==> src/rtl/grp_trk_pkg.sv <==
package grp_trk_pkg;

    typedef enum logic [1:0] {
        OCC_EMPTY   = 2'd0,
        OCC_PARTIAL = 2'd1,
        OCC_FULL    = 2'd2
    } occ_state_e;

    // distance of entry g from the oldest entry h in a ring of 'groups'
    function automatic int ring_age(input int g, input int h, input int groups);
        int d;
        d = g - h;
        if (d < 0) d = d + groups;
        return d;
    endfunction

    function automatic int ring_next(input int p, input int groups);
        return (p == groups - 1) ? 0 : p + 1;
    endfunction

endpackage

==> src/rtl/grp_ring_ctrl.sv <==
module grp_ring_ctrl
    import grp_trk_pkg::*;
#(
    parameter int GROUPS = 20,
    parameter int GID_W  = 5,
    parameter int CNT_W  = 5
) (
    input  logic             clk,
    input  logic             rst_n,
    input  logic             disp_req,
    input  logic             head_done,
    input  logic             flush_req,
    input  logic [GID_W-1:0] flush_gid,
    output logic             alloc_fire,
    output logic             retire_fire,
    output logic             flush_fire,
    output logic [CNT_W-1:0] flush_age,
    output logic [GID_W-1:0] head,
    output logic [GID_W-1:0] tail,
    output logic             ready
);

    occ_state_e       state_q, state_n;
    logic [CNT_W-1:0] count_q, count_n;
    logic [GID_W-1:0] head_q, head_n, tail_q, tail_n;
    logic             ready_st, has_old;
    int               fl_age;

    // decisions for this cycle
    always_comb begin
        fl_age      = ring_age(int'(flush_gid), int'(head_q), GROUPS);
        flush_fire  = flush_req && (int'(flush_gid) < GROUPS) && (fl_age < int'(count_q));
        flush_age   = CNT_W'(fl_age);
        retire_fire = has_old && head_done && !(flush_fire && (flush_gid == head_q));
        alloc_fire  = disp_req && ready_st && !flush_req;
    end

    // pointer, count and next-state logic
    always_comb begin
        head_n = retire_fire ? GID_W'(ring_next(int'(head_q), GROUPS)) : head_q;
        if (flush_fire) begin
            tail_n  = flush_gid;
            count_n = flush_age - CNT_W'(retire_fire);
        end else begin
            tail_n  = alloc_fire ? GID_W'(ring_next(int'(tail_q), GROUPS)) : tail_q;
            count_n = count_q + CNT_W'(alloc_fire) - CNT_W'(retire_fire);
        end
        if (count_n == '0) begin
            state_n = OCC_EMPTY;
        end else if (count_n == CNT_W'(GROUPS)) begin
            state_n = OCC_FULL;
        end else begin
            state_n = OCC_PARTIAL;
        end
    end

    // state register
    always_ff @(posedge clk) begin
        if (!rst_n) begin
            state_q <= OCC_EMPTY;
            count_q <= '0;
            head_q  <= '0;
            tail_q  <= '0;
        end else begin
            state_q <= state_n;
            count_q <= count_n;
            head_q  <= head_n;
            tail_q  <= tail_n;
        end
    end

    // state outputs
    always_comb begin
        ready_st = 1'b0;
        has_old  = 1'b0;
        unique case (state_q)
            OCC_EMPTY: begin
                ready_st = 1'b1;
                has_old  = 1'b0;
            end
            OCC_PARTIAL: begin
                ready_st = 1'b1;
                has_old  = 1'b1;
            end
            OCC_FULL: begin
                ready_st = 1'b0;
                has_old  = 1'b1;
            end
            default: begin
                ready_st = 1'b0;
                has_old  = 1'b0;
            end
        endcase
    end

    assign ready = ready_st && !flush_req;
    assign head  = head_q;
    assign tail  = tail_q;

    p_full_stall_r4: assert property (@(posedge clk) disable iff (!rst_n)
        (count_q == CNT_W'(GROUPS)) |-> !alloc_fire);

    p_empty_quiet_r1: assert property (@(posedge clk) disable iff (!rst_n)
        (count_q == '0) |-> !retire_fire);

    p_head_moves_r5: assert property (@(posedge clk) disable iff (!rst_n)
        retire_fire |=> (head_q != $past(head_q)));

    p_flush_tail_r8: assert property (@(posedge clk) disable iff (!rst_n)
        flush_fire |=> (tail_q == $past(flush_gid)));

endmodule

==> src/rtl/grp_fin_check.sv <==
module grp_fin_check #(
    parameter int GROUPS = 20,
    parameter int SLOTS  = 5,
    parameter int PORTS  = 2,
    parameter int GID_W  = 5,
    parameter int SLOT_W = 3
) (
    input  logic [PORTS-1:0]                 fin_valid,
    input  logic [PORTS-1:0][GID_W-1:0]      fin_gid,
    input  logic [PORTS-1:0][SLOT_W-1:0]     fin_slot,
    input  logic [GROUPS-1:0]                live,
    input  logic [GROUPS-1:0][SLOTS-1:0]     vmask,
    input  logic [GROUPS-1:0]                kill,
    output logic [GROUPS-1:0][SLOTS-1:0]     set_bits,
    output logic                             bad
);

    always_comb begin
        set_bits = '0;
        bad      = 1'b0;
        for (int p = 0; p < PORTS; p++) begin
            int g;
            int s;
            g = int'(fin_gid[p]);
            s = int'(fin_slot[p]);
            if (fin_valid[p]) begin
                if ((g < GROUPS) && kill[g]) begin
                    // target is being discarded this cycle: dropped quietly
                end else if ((g >= GROUPS) || (s >= SLOTS)) begin
                    bad = 1'b1;
                end else if (!live[g] || !vmask[g][s]) begin
                    bad = 1'b1;
                end else begin
                    set_bits[g][s] = 1'b1;
                end
            end
        end
    end

endmodule

==> src/rtl/grp_slot_table.sv <==
module grp_slot_table
    import grp_trk_pkg::*;
#(
    parameter int GROUPS = 20,
    parameter int SLOTS  = 5,
    parameter int GID_W  = 5,
    parameter int CNT_W  = 5
) (
    input  logic                         clk,
    input  logic                         rst_n,
    input  logic [GID_W-1:0]             head,
    input  logic [GID_W-1:0]             tail,
    input  logic                         alloc_fire,
    input  logic [SLOTS-1:0]             alloc_mask,
    input  logic                         retire_fire,
    input  logic                         flush_fire,
    input  logic [CNT_W-1:0]             flush_age,
    input  logic [GROUPS-1:0][SLOTS-1:0] set_bits,
    output logic [GROUPS-1:0]            live,
    output logic [GROUPS-1:0][SLOTS-1:0] vmask,
    output logic [GROUPS-1:0]            kill,
    output logic                         head_done,
    output logic [SLOTS-1:0]             head_mask
);

    logic [GROUPS-1:0][SLOTS-1:0] fmask;

    for (genvar e = 0; e < GROUPS; e++) begin : g_ent
        logic             lv_r;
        logic [SLOTS-1:0] vm_r;
        logic [SLOTS-1:0] fm_r;
        logic             is_tail, is_head;

        assign is_tail = (tail == GID_W'(e));
        assign is_head = (head == GID_W'(e));
        assign kill[e] = flush_fire &&
                         (ring_age(e, int'(head), GROUPS) >= int'(flush_age));

        always_ff @(posedge clk) begin
            if (!rst_n) begin
                lv_r <= 1'b0;
                vm_r <= '0;
                fm_r <= '0;
            end else if (alloc_fire && is_tail) begin
                lv_r <= 1'b1;
                vm_r <= alloc_mask;
                fm_r <= '0;
            end else if (kill[e] || (retire_fire && is_head)) begin
                lv_r <= 1'b0;
                vm_r <= '0;
                fm_r <= '0;
            end else begin
                fm_r <= fm_r | set_bits[e];
            end
        end

        assign live[e]  = lv_r;
        assign vmask[e] = vm_r;
        assign fmask[e] = fm_r;

        p_live_mask_r3: assert property (@(posedge clk) disable iff (!rst_n)
            lv_r |-> (vm_r != '0));
    end

    assign head_mask = vmask[head];
    assign head_done = live[head] && (fmask[head] == vmask[head]);

endmodule

==> src/rtl/grp_cmpl_tracker.sv <==
module grp_cmpl_tracker #(
    parameter int SLOTS  = 5,
    parameter int GROUPS = 20,
    parameter int PORTS  = 2,
    parameter int TAG_W  = 8,
    localparam int GID_W  = $clog2(GROUPS),
    localparam int SLOT_W = $clog2(SLOTS),
    localparam int CNT_W  = $clog2(GROUPS + 1)
) (
    input  logic                    clk,
    input  logic                    rst_n,
    input  logic                    disp_valid,
    input  logic [SLOTS-1:0]        disp_mask,
    input  logic [SLOTS*TAG_W-1:0]  disp_tags,
    output logic                    disp_ready,
    output logic [GID_W-1:0]        disp_gid,
    output logic [SLOTS-1:0]        iss_mask,
    output logic [GID_W-1:0]        iss_gid,
    output logic [SLOTS*TAG_W-1:0]  iss_tags,
    input  logic [PORTS-1:0]        fin_valid,
    input  logic [PORTS*GID_W-1:0]  fin_gid,
    input  logic [PORTS*SLOT_W-1:0] fin_slot,
    input  logic                    flush_valid,
    input  logic [GID_W-1:0]        flush_gid,
    output logic                    ret_valid,
    output logic [GID_W-1:0]        ret_gid,
    output logic [SLOTS-1:0]        ret_mask,
    output logic                    err_flag
);

    logic                         alloc_fire, retire_fire, flush_fire;
    logic [CNT_W-1:0]             flush_age;
    logic [GID_W-1:0]             head, tail;
    logic                         head_done, bad, err_q;
    logic [SLOTS-1:0]             head_mask;
    logic [GROUPS-1:0]            live, kill;
    logic [GROUPS-1:0][SLOTS-1:0] vmask, set_bits;
    logic [PORTS-1:0][GID_W-1:0]  fin_gid_a;
    logic [PORTS-1:0][SLOT_W-1:0] fin_slot_a;

    assign fin_gid_a  = fin_gid;
    assign fin_slot_a = fin_slot;

    grp_ring_ctrl #(
        .GROUPS(GROUPS), .GID_W(GID_W), .CNT_W(CNT_W)
    ) u_ring (
        .clk        (clk),
        .rst_n      (rst_n),
        .disp_req   (disp_valid && (|disp_mask)),
        .head_done  (head_done),
        .flush_req  (flush_valid),
        .flush_gid  (flush_gid),
        .alloc_fire (alloc_fire),
        .retire_fire(retire_fire),
        .flush_fire (flush_fire),
        .flush_age  (flush_age),
        .head       (head),
        .tail       (tail),
        .ready      (disp_ready)
    );

    grp_slot_table #(
        .GROUPS(GROUPS), .SLOTS(SLOTS), .GID_W(GID_W), .CNT_W(CNT_W)
    ) u_table (
        .clk        (clk),
        .rst_n      (rst_n),
        .head       (head),
        .tail       (tail),
        .alloc_fire (alloc_fire),
        .alloc_mask (disp_mask),
        .retire_fire(retire_fire),
        .flush_fire (flush_fire),
        .flush_age  (flush_age),
        .set_bits   (set_bits),
        .live       (live),
        .vmask      (vmask),
        .kill       (kill),
        .head_done  (head_done),
        .head_mask  (head_mask)
    );

    grp_fin_check #(
        .GROUPS(GROUPS), .SLOTS(SLOTS), .PORTS(PORTS),
        .GID_W(GID_W), .SLOT_W(SLOT_W)
    ) u_fin (
        .fin_valid(fin_valid),
        .fin_gid  (fin_gid_a),
        .fin_slot (fin_slot_a),
        .live     (live),
        .vmask    (vmask),
        .kill     (kill),
        .set_bits (set_bits),
        .bad      (bad)
    );

    always_ff @(posedge clk) begin
        if (!rst_n) begin
            err_q <= 1'b0;
        end else if (bad) begin
            err_q <= 1'b1;
        end
    end

    assign disp_gid  = tail;
    assign iss_mask  = alloc_fire ? disp_mask : '0;
    assign iss_gid   = tail;
    assign iss_tags  = alloc_fire ? disp_tags : '0;
    assign ret_valid = retire_fire;
    assign ret_gid   = head;
    assign ret_mask  = head_mask;
    assign err_flag  = err_q;

    p_err_sticky_r9: assert property (@(posedge clk) disable iff (!rst_n)
        err_q |=> err_q);

endmodule

==> config.mk <==
export PLATFORM = sky130hd
export DESIGN_NAME = grp_cmpl_tracker
export DESIGN_NICKNAME = d
export VERILOG_FILES = /design/src/rtl/grp_trk_pkg.sv /design/src/rtl/grp_ring_ctrl.sv /design/src/rtl/grp_fin_check.sv /design/src/rtl/grp_slot_table.sv /design/src/rtl/grp_cmpl_tracker.sv
export SDC_FILE = /design/constraint.sdc
export NUM_CORES = 1
export LEC_CHECK = 0
export BUFFER_PORTS_ARGS = -buffer_cell sky130_fd_sc_hd__buf_2
export CAP_MARGIN = 15
export CORE_MARGIN = 5
export CORE_UTILIZATION = 25
export DETAILED_ROUTE_END_ITERATION = 6
export PLACE_DENSITY = 0.48
export RECOVER_POWER = 50
export SYNTH_ARGS = -nofsm -noshare
export SYNTH_HDL_FRONTEND = slang
export SYNTH_SLANG_ARGS = --single-unit
==> constraint.sdc <==
create_clock -name clk -period 17.3 [get_ports clk]
set_input_delay 0.865 -clock clk [delete_from_list [all_inputs] [get_ports clk]]
set_output_delay 0.865 -clock clk [all_outputs]
set_load 0.1 [all_outputs]
After elaboration in Yosys (flattened, before gate mapping) --
Cells that the tools add are included.
Operators by class: eq/ne operators 45, add/sub/neg operators 47, reduce and logical (&&, ||, !) cells 155, magnitude comparators 58, multiplexer cells 157, bitwise gates (word level) 22
Operator list (number):
- $mux W100 | 8
- $add A32 B6 Y32 const B | 21
- $lt A32 B1 Y1 const B | 21
- $mux W32 | 21
- $ge A32 B6 Y1 | 20
- $mux W5 | 52
- $bmux W5 S5 | 4
- $or A100 B100 Y100 | 1
- $or A5 B5 Y5 | 20
- $eq A5 B4 Y1 const B | 16
- $logic_and A1 B1 Y1 | 76
- $reduce_or A3 Y1 | 20
- $mux W1 | 59
- $eq A5 B5 Y1 const B | 11
- $demux W5 S5 | 2
- $sub A4 B5 Y6 const A | 8
- $reduce_bool A2 Y1 | 21
- $eq A5 B3 Y1 const B | 8
- $mux W40 | 1
- $lt A32 B6 Y1 | 1
- $bmux W1 S5 | 5
- $logic_or A1 B1 Y1 | 24
- $sub A3 B5 Y6 const A | 4
- $sub A5 B5 Y6 const A | 4
- other kinds (27) | 56
Storage, ports and cells: output and inout bits 68, register bits 238, word-level logic and storage cells 549, input port bits 72

Depth between registers and ports, before layout --
depth after elaboration 17, mapped depth 30, gate-level depth less buffers 27

By module --
A second synthesis with hierarchy kept.
Unflattened totals: cells, all modules 2235, area total of the unflattened synthesis 19721.4 µm²
Modules (own cells, without submodules):
- grp_slot_table | seq. area each 4404.2 µm², cells each 1298, instances 1, area an instance 12705.9 µm²
- grp_fin_check | seq. area each 0.0 µm², cells each 663, instances 1, area an instance 4865.9 µm²
- grp_ring_ctrl | seq. area each 340.3 µm², cells each 216, instances 1, area an instance 1771.7 µm²
- grp_cmpl_tracker | seq. area each 20.0 µm², cells each 58, instances 1, area an instance 377.9 µm²

Worst setup path before layout --
No wires, ideal clock.
path kind register -> register, start point reg u_ring.head_q[2], in the netlist u_ring.head[2], end point reg u_ring.state_q[0], library setup time 132 ps, slack 8986 ps, cell stages (with the launch flop) 28, period minus slack after synthesis 8314 ps, arrival 8182 ps, path through dfxtp_1 -> buf_4 -> buf_2 -> clkinv_1 -> ha_1 -> or2_2 -> o22ai_1 -> xnor2_1 -> ha_1 -> mux2i_1 -> inv_1 -> ha_1 -> o211ai_1 -> a21o_1 -> buf_2 -> a2111oi_4 -> ha_1 -> inv_1 -> ha_1 -> inv_1 -> fa_1 -> inv_1 -> a21o_1 -> a21oi_1 -> xnor2_1 -> mux2i_1 -> xnor2_1 -> a21oi_1
On the way: longest elaborated chain between the ends 12
RTL lines:
- from (decl) | line grp_ring_ctrl.sv:25 | logic [GID_W-1:0] head_q, head_n, tail_q, tail_n;
- from (signal assigned) | line grp_ring_ctrl.sv:67 | head_q <= head_n;
- $sub A5 B5 Y6 | line grp_trk_pkg.sv:12 | d = g - h;
- $add A32 B6 Y32 / $lt A32 B1 Y1 (equally long branches) | line grp_trk_pkg.sv:13 | if (d < 0) d = d + groups;
- $mux W32 | line grp_trk_pkg.sv:13
- $lt A32 B6 Y1 | line grp_ring_ctrl.sv:32 | flush_fire = flush_req && (int'(flush_gid) < GROUPS) && (fl_age < int'(count_q));
- $logic_and A1 B1 Y1 | line grp_ring_ctrl.sv:32
- $logic_and A1 B1 Y1 | line grp_ring_ctrl.sv:34 | retire_fire = has_old && head_done && !(flush_fire && (flush_gid == head_q));
- $logic_not A1 Y1 | line grp_ring_ctrl.sv:34
- $logic_and A1 B1 Y1 (*) | line grp_ring_ctrl.sv:34
- net ret_valid | line grp_cmpl_tracker.sv:25 | output logic ret_valid,
- $sub A5 B1 Y5 (on tied branches) | line grp_ring_ctrl.sv:46, grp_ring_ctrl.sv:43
- $mux W5 (*) | line grp_ring_ctrl.sv:41 | if (flush_fire) begin
- $eq A5 B5 Y1 / $logic_not A5 Y1 (equally long branches) | line grp_ring_ctrl.sv:50, grp_ring_ctrl.sv:48
- $mux W2 / $reduce_or A2 Y1 (equally long branches)
- to (signal assigned) | line grp_ring_ctrl.sv:65 | state_q <= state_n;
- to (decl) | line grp_ring_ctrl.sv:23 | occ_state_e state_q, state_n;
Mark *: on every way through the listed nets, which the timed path passes. The rest lies on a longest branch. The select of a mux whose other input is x is not followed. A chain may end at the register's enable or synchronous reset.

Worst setup path in the final report --
start point reg u_ring.head_q[0], in the netlist u_ring.head[0], end point reg u_table.g_ent[19].fm_r[3]
On the way: longest elaborated chain between the ends 17
RTL lines:
- $sub A5 B5 Y6 | line grp_trk_pkg.sv:12
- $add A32 B6 Y32 / $lt A32 B1 Y1 (equally long branches) | line grp_trk_pkg.sv:13
- $mux W32 | line grp_trk_pkg.sv:13
- $lt A32 B6 Y1 | line grp_ring_ctrl.sv:32
- $logic_and A1 B1 Y1 | line grp_ring_ctrl.sv:32
- $logic_and A1 B1 Y1 | line grp_slot_table.sv:36 | assign kill[e] = flush_fire &&
- $bmux W1 S5 | line grp_fin_check.sv:27 | if ((g < GROUPS) && kill[g]) begin
- $mux W1 (not written as such) | line grp_fin_check.sv:27
- $logic_and A1 B1 Y1 | line grp_fin_check.sv:27
- $mux W100 | line grp_fin_check.sv:27
- $mux W100 | line grp_fin_check.sv:26 | if (fin_valid[p]) begin
- $or A100 B100 Y100 (no line)
- $mux W100 | line grp_fin_check.sv:31 | end else if (!live[g] || !vmask[g][s]) begin
- $mux W100 | line grp_fin_check.sv:29 | end else if ((g >= GROUPS) || (s >= SLOTS)) begin
- $mux W100 | line grp_fin_check.sv:27
- $mux W100 | line grp_fin_check.sv:26
- $or A5 B5 Y5 | line grp_slot_table.sv:53 | fm_r <= fm_r | set_bits[e];
- to (signal assigned) | line grp_slot_table.sv:53
- to (decl) | line grp_slot_table.sv:31 | logic [SLOTS-1:0] fm_r;
Several ways; a longest one is shown, not always the timed one. The select of a mux whose other input is x is not followed.

==> impl_metrics.py <==
metrics = {
    "outcome": {
        "status": "finished with violations",
        "violations": "capacitance limit, slew limit",
    },
    "worst_setup_path": {
        "cp_top_family": "compound AO/OA/AOI/OAI gates",
        "cp.required_ns": 17.79,
        "crit_fanout": 36,
        "slowest_stage": "dfxtp_1",
        "worst-r2r-setup-slack_ns": 6.60,
        "worstSetupPathType": "reg2reg",
        "path_cells": "ha_1 -> inv_1 -> fa_1 -> xor2_1 -> ha_1 -> mux2i_2 -> clkbuf_1 -> inv_1 -> ha_1 -> o211ai_1 -> a21o_1 -> clkbuf_1 -> a2111oi_0 -> and2_0 -> a221oi_1 -> a21boi_0 -> a21boi_2",
        "crit_buf_inv": 4,
        "crit_path_start_kind": "flip-flop",
        "cp-end-kind": "flip-flop",
        "arrival_ns": 11.19,
        "cp_common_cell": "ha_1",
        "cp_slowest_stage_delay_ns": 1.97,
    },
    "grt": {
        "gr-total-overflow": 0,
        "grt_pass1_wl_mm": 124,
        "grt_max_degree": 97,
        "first_global_vias": 18087,
        "antenna_found_initial": 3,
        "grt_usage": 0.196,
    },
    "synth": {
        "synthCells": 2154,
        "seq_area_frac_synth": 0.248,
        "syn_area_um2": 19200,
        "ys_types": 99,
        "synth_area_leaders": "dfxtp_1, mux4_2, ha_1",
        "synth_edf_count": 0,
        "synthFlopType": "dfxtp_1",
        "synthArstFlopShare": 0,
        "syn-num-nets": 2357,
        "yosys.area.top_type": "dfxtp_1",
        "synth_top_area_share": 0.248,
        "ys_seq_elements": 238,
        "avgSynthCellArea_um2": 8.93,
        "ys_warn_count": 0,
    },
    "layout": {
        "syn2layout_area_growth_pct": 12.6,
        "final_core_util": 0.285,
        "final_area_um2": 21700,
        "nets": 2400,
        "final_common_cell": "dfxtp_1",
        "n_fill_cell": 8149,
        "multiInputGateArea_um2": 13400,
        "finalNonFillerCells": 3250,
        "final_cell_mix": "dfxtp_1, nand2_1, ha_1",
        "ff_latch_area_um2": 4770,
        "drive_gt1_frac": 0.141,
    },
    "clock_network": {
        "clockRootBuffer": "clkbuf_16",
        "cts_tree": "done",
        "ctsHtreeMaxLevel": 1,
        "cts_sinks": 238,
        "clk_latency_ns": 0.58,
        "cts_buffers": 28,
        "path_clk_slew_ns": 0.06,
        "clockBufferDepth": 3,
        "cts_setup_buffers": 0,
        "cts_resized": 0,
        "ctsHoldBuffers": 0,
    },
    "timing": {
        "min_period_ns": 10.70,
        "grt_setup_unrepaired": "false",
        "setup_tns_ns": 0,
        "setup_viol": 0,
        "fin_crit_sh": 0.619,
        "max_freq_mhz": 93.4,
        "fin_skew_ns": 0.0293,
        "hold_viol": 0,
        "maxSlewViolCount": 159,
        "max_slew_margin": -0.840,
        "tightest_slew_ns": 2.76,
    },
    "die": {
        "coreArea_um2": 76100,
        "die_w_um": 287,
        "die_h_um": 287,
        "rows": 101,
        "dieArea_um2": 82600,
        "pin_count": 140,
        "initial_utilization": 0.253,
    },
    "power_and_ir_drop": {
        "irDropWorstVdd_mv": 0.0697,
        "p_per_area_nw_per_um2": 94.8,
        "p_leak_uw": 0.00780,
    },
    "drt": {
        "drt-total-wl_mm": 84.8,
        "remaining_drc_errors": 0,
        "post_drt_wl_per_cell_um": 26.1,
        "detail-route-antenna-nets": 0,
        "viasPerCell": 5.86,
        "drt-initial-drc-count": 1935,
        "dr.pass1.iters": 6,
        "num_vias": 19029,
    },
    "placement": {
        "placedCellCount": 3195,
        "placed_area_um2": 20800,
        "dp_hpwl_mm": 61.0,
        "gp_congestion": 0.919,
        "port_buffers": 139,
    },
    "job": {
        "max_cap_violations": 7,
    },
    "min_path": {
        "hp-class": "reg2reg",
    },
}
## metrics by stage
stage | hold slack (ns) | setup slack [ns] | power (uW)
2_1_floorplan | 0.427 | 8.99 | 1190
3_3_place_gp | 0.449 | 9.61 | 1410
3_5_place_dp | 0.453 | 9.35 | 1410
4_1_cts | 0.467 | 9.32 | 2060
5_1_grt | 0.499 | 5.92 | 2130
6_report | 0.470 | 6.60 | 2050
## cell type report
cell class	count	share of cell area
antenna	2	0.000231
clock buffer	40	0.0397
multi-input combinational	1684	0.620
tap	1030	0.0595
inverter	69	0.0120
sequential	238	0.220
timing repair buffer	176	0.0418
clock inverter	11	0.00630
## per-layer routing
metal / GRT usage / part of all wire
met1: 0.273 / 0.43
met2: 0.310 / 0.45
met5: 0 / 0.00011
met3: 0.0279 / 0.080
met4: 0.0714 / 0.042
## kinds of logic (layout without fill, tap and decap cells)
group | after synthesis | after routing | synth area share
AOI/OAI and AO/OA | 657 | 657 | 0.248
xor gates and xnor gates | 75 | 75 | 0.0341
adders and majority gates | 131 | 131 | 0.0864
buffers and inverters | 232 | 296 | 0.0545
DFF | 238 | 238 | 0.248
muxes | 150 | 150 | 0.152
other | 0 | 2 | 0
and+or+nand+nor | 671 | 671 | 0.178
## worst reg2reg max path, cell delays in order (launching register included)
cell and delay, ns:
dfxtp_1 1.97, ha_1 0.43, inv_1 0.09, fa_1 0.51, xor2_1 0.39, ha_1 0.31, mux2i_2 0.14, clkbuf_1 1.26
inv_1 0.12, ha_1 0.34, o211ai_1 0.24, a21o_1 0.16, clkbuf_1 0.87, a2111oi_0 0.75, and2_0 0.52, a221oi_1 0.44
a21boi_0 1.73, a21boi_2 0.36
## final timing paths
check / from / to / depth (start not counted)
min: u_table.g_ent[18].fm_r[1] / u_table.g_ent[18].fm_r[1] / 2
min reg2reg: u_table.g_ent[18].fm_r[1] / u_table.g_ent[18].fm_r[1] / 2
max reg2reg: u_ring.head[0] / u_table.g_ent[19].fm_r[3] / 17
max: u_ring.head[0] / u_table.g_ent[19].fm_r[3] / 17
## cell usage after synthesis, types with 16 or more instances
cell type,n
dfxtp_1,238
nand2_1,208
ha_1,128
o21ai_0,125
a21oi_1,122
nor2_1,105
mux4_2,104
clkbuf_1,89
inv_1,62
and2_1,59
nand3_1,59
xnor2_1,58
a22o_1,43
o21a_1,42
nor4_1,40
or4_1,40
nor3_1,36
a41oi_1,35
buf_2,33
a41o_1,29
nor2b_1,29
mux2i_1,28
a211oi_1,26
a31oi_1,25
a21o_1,23
nand2b_1,20
o31a_1,19
buf_1,18
xor2_1,17
a2111oi_0,16
## where the power goes
group          total (uW)  switching (uW)  internal (uW)
Clock                 645             256            389
Combinational         810             590            219
Sequential            598            33.5            565
Total                2050             880           1170
## flip-flops by register name (all words and copies together) (netlist names)
| signal | flops |
|---|---|
| u_table.g_ent.vm_r | 100 |
| u_table.g_ent.fm_r | 100 |
| u_table.g_ent.lv_r | 20 |
| u_ring.count_q | 5 |
| err_flag | 1 |
| u_ring.tail | 5 |
| u_ring.state_q | 2 |
| u_ring.head | 5 |
No activity file was read; power rests on OpenSTA's default activity.
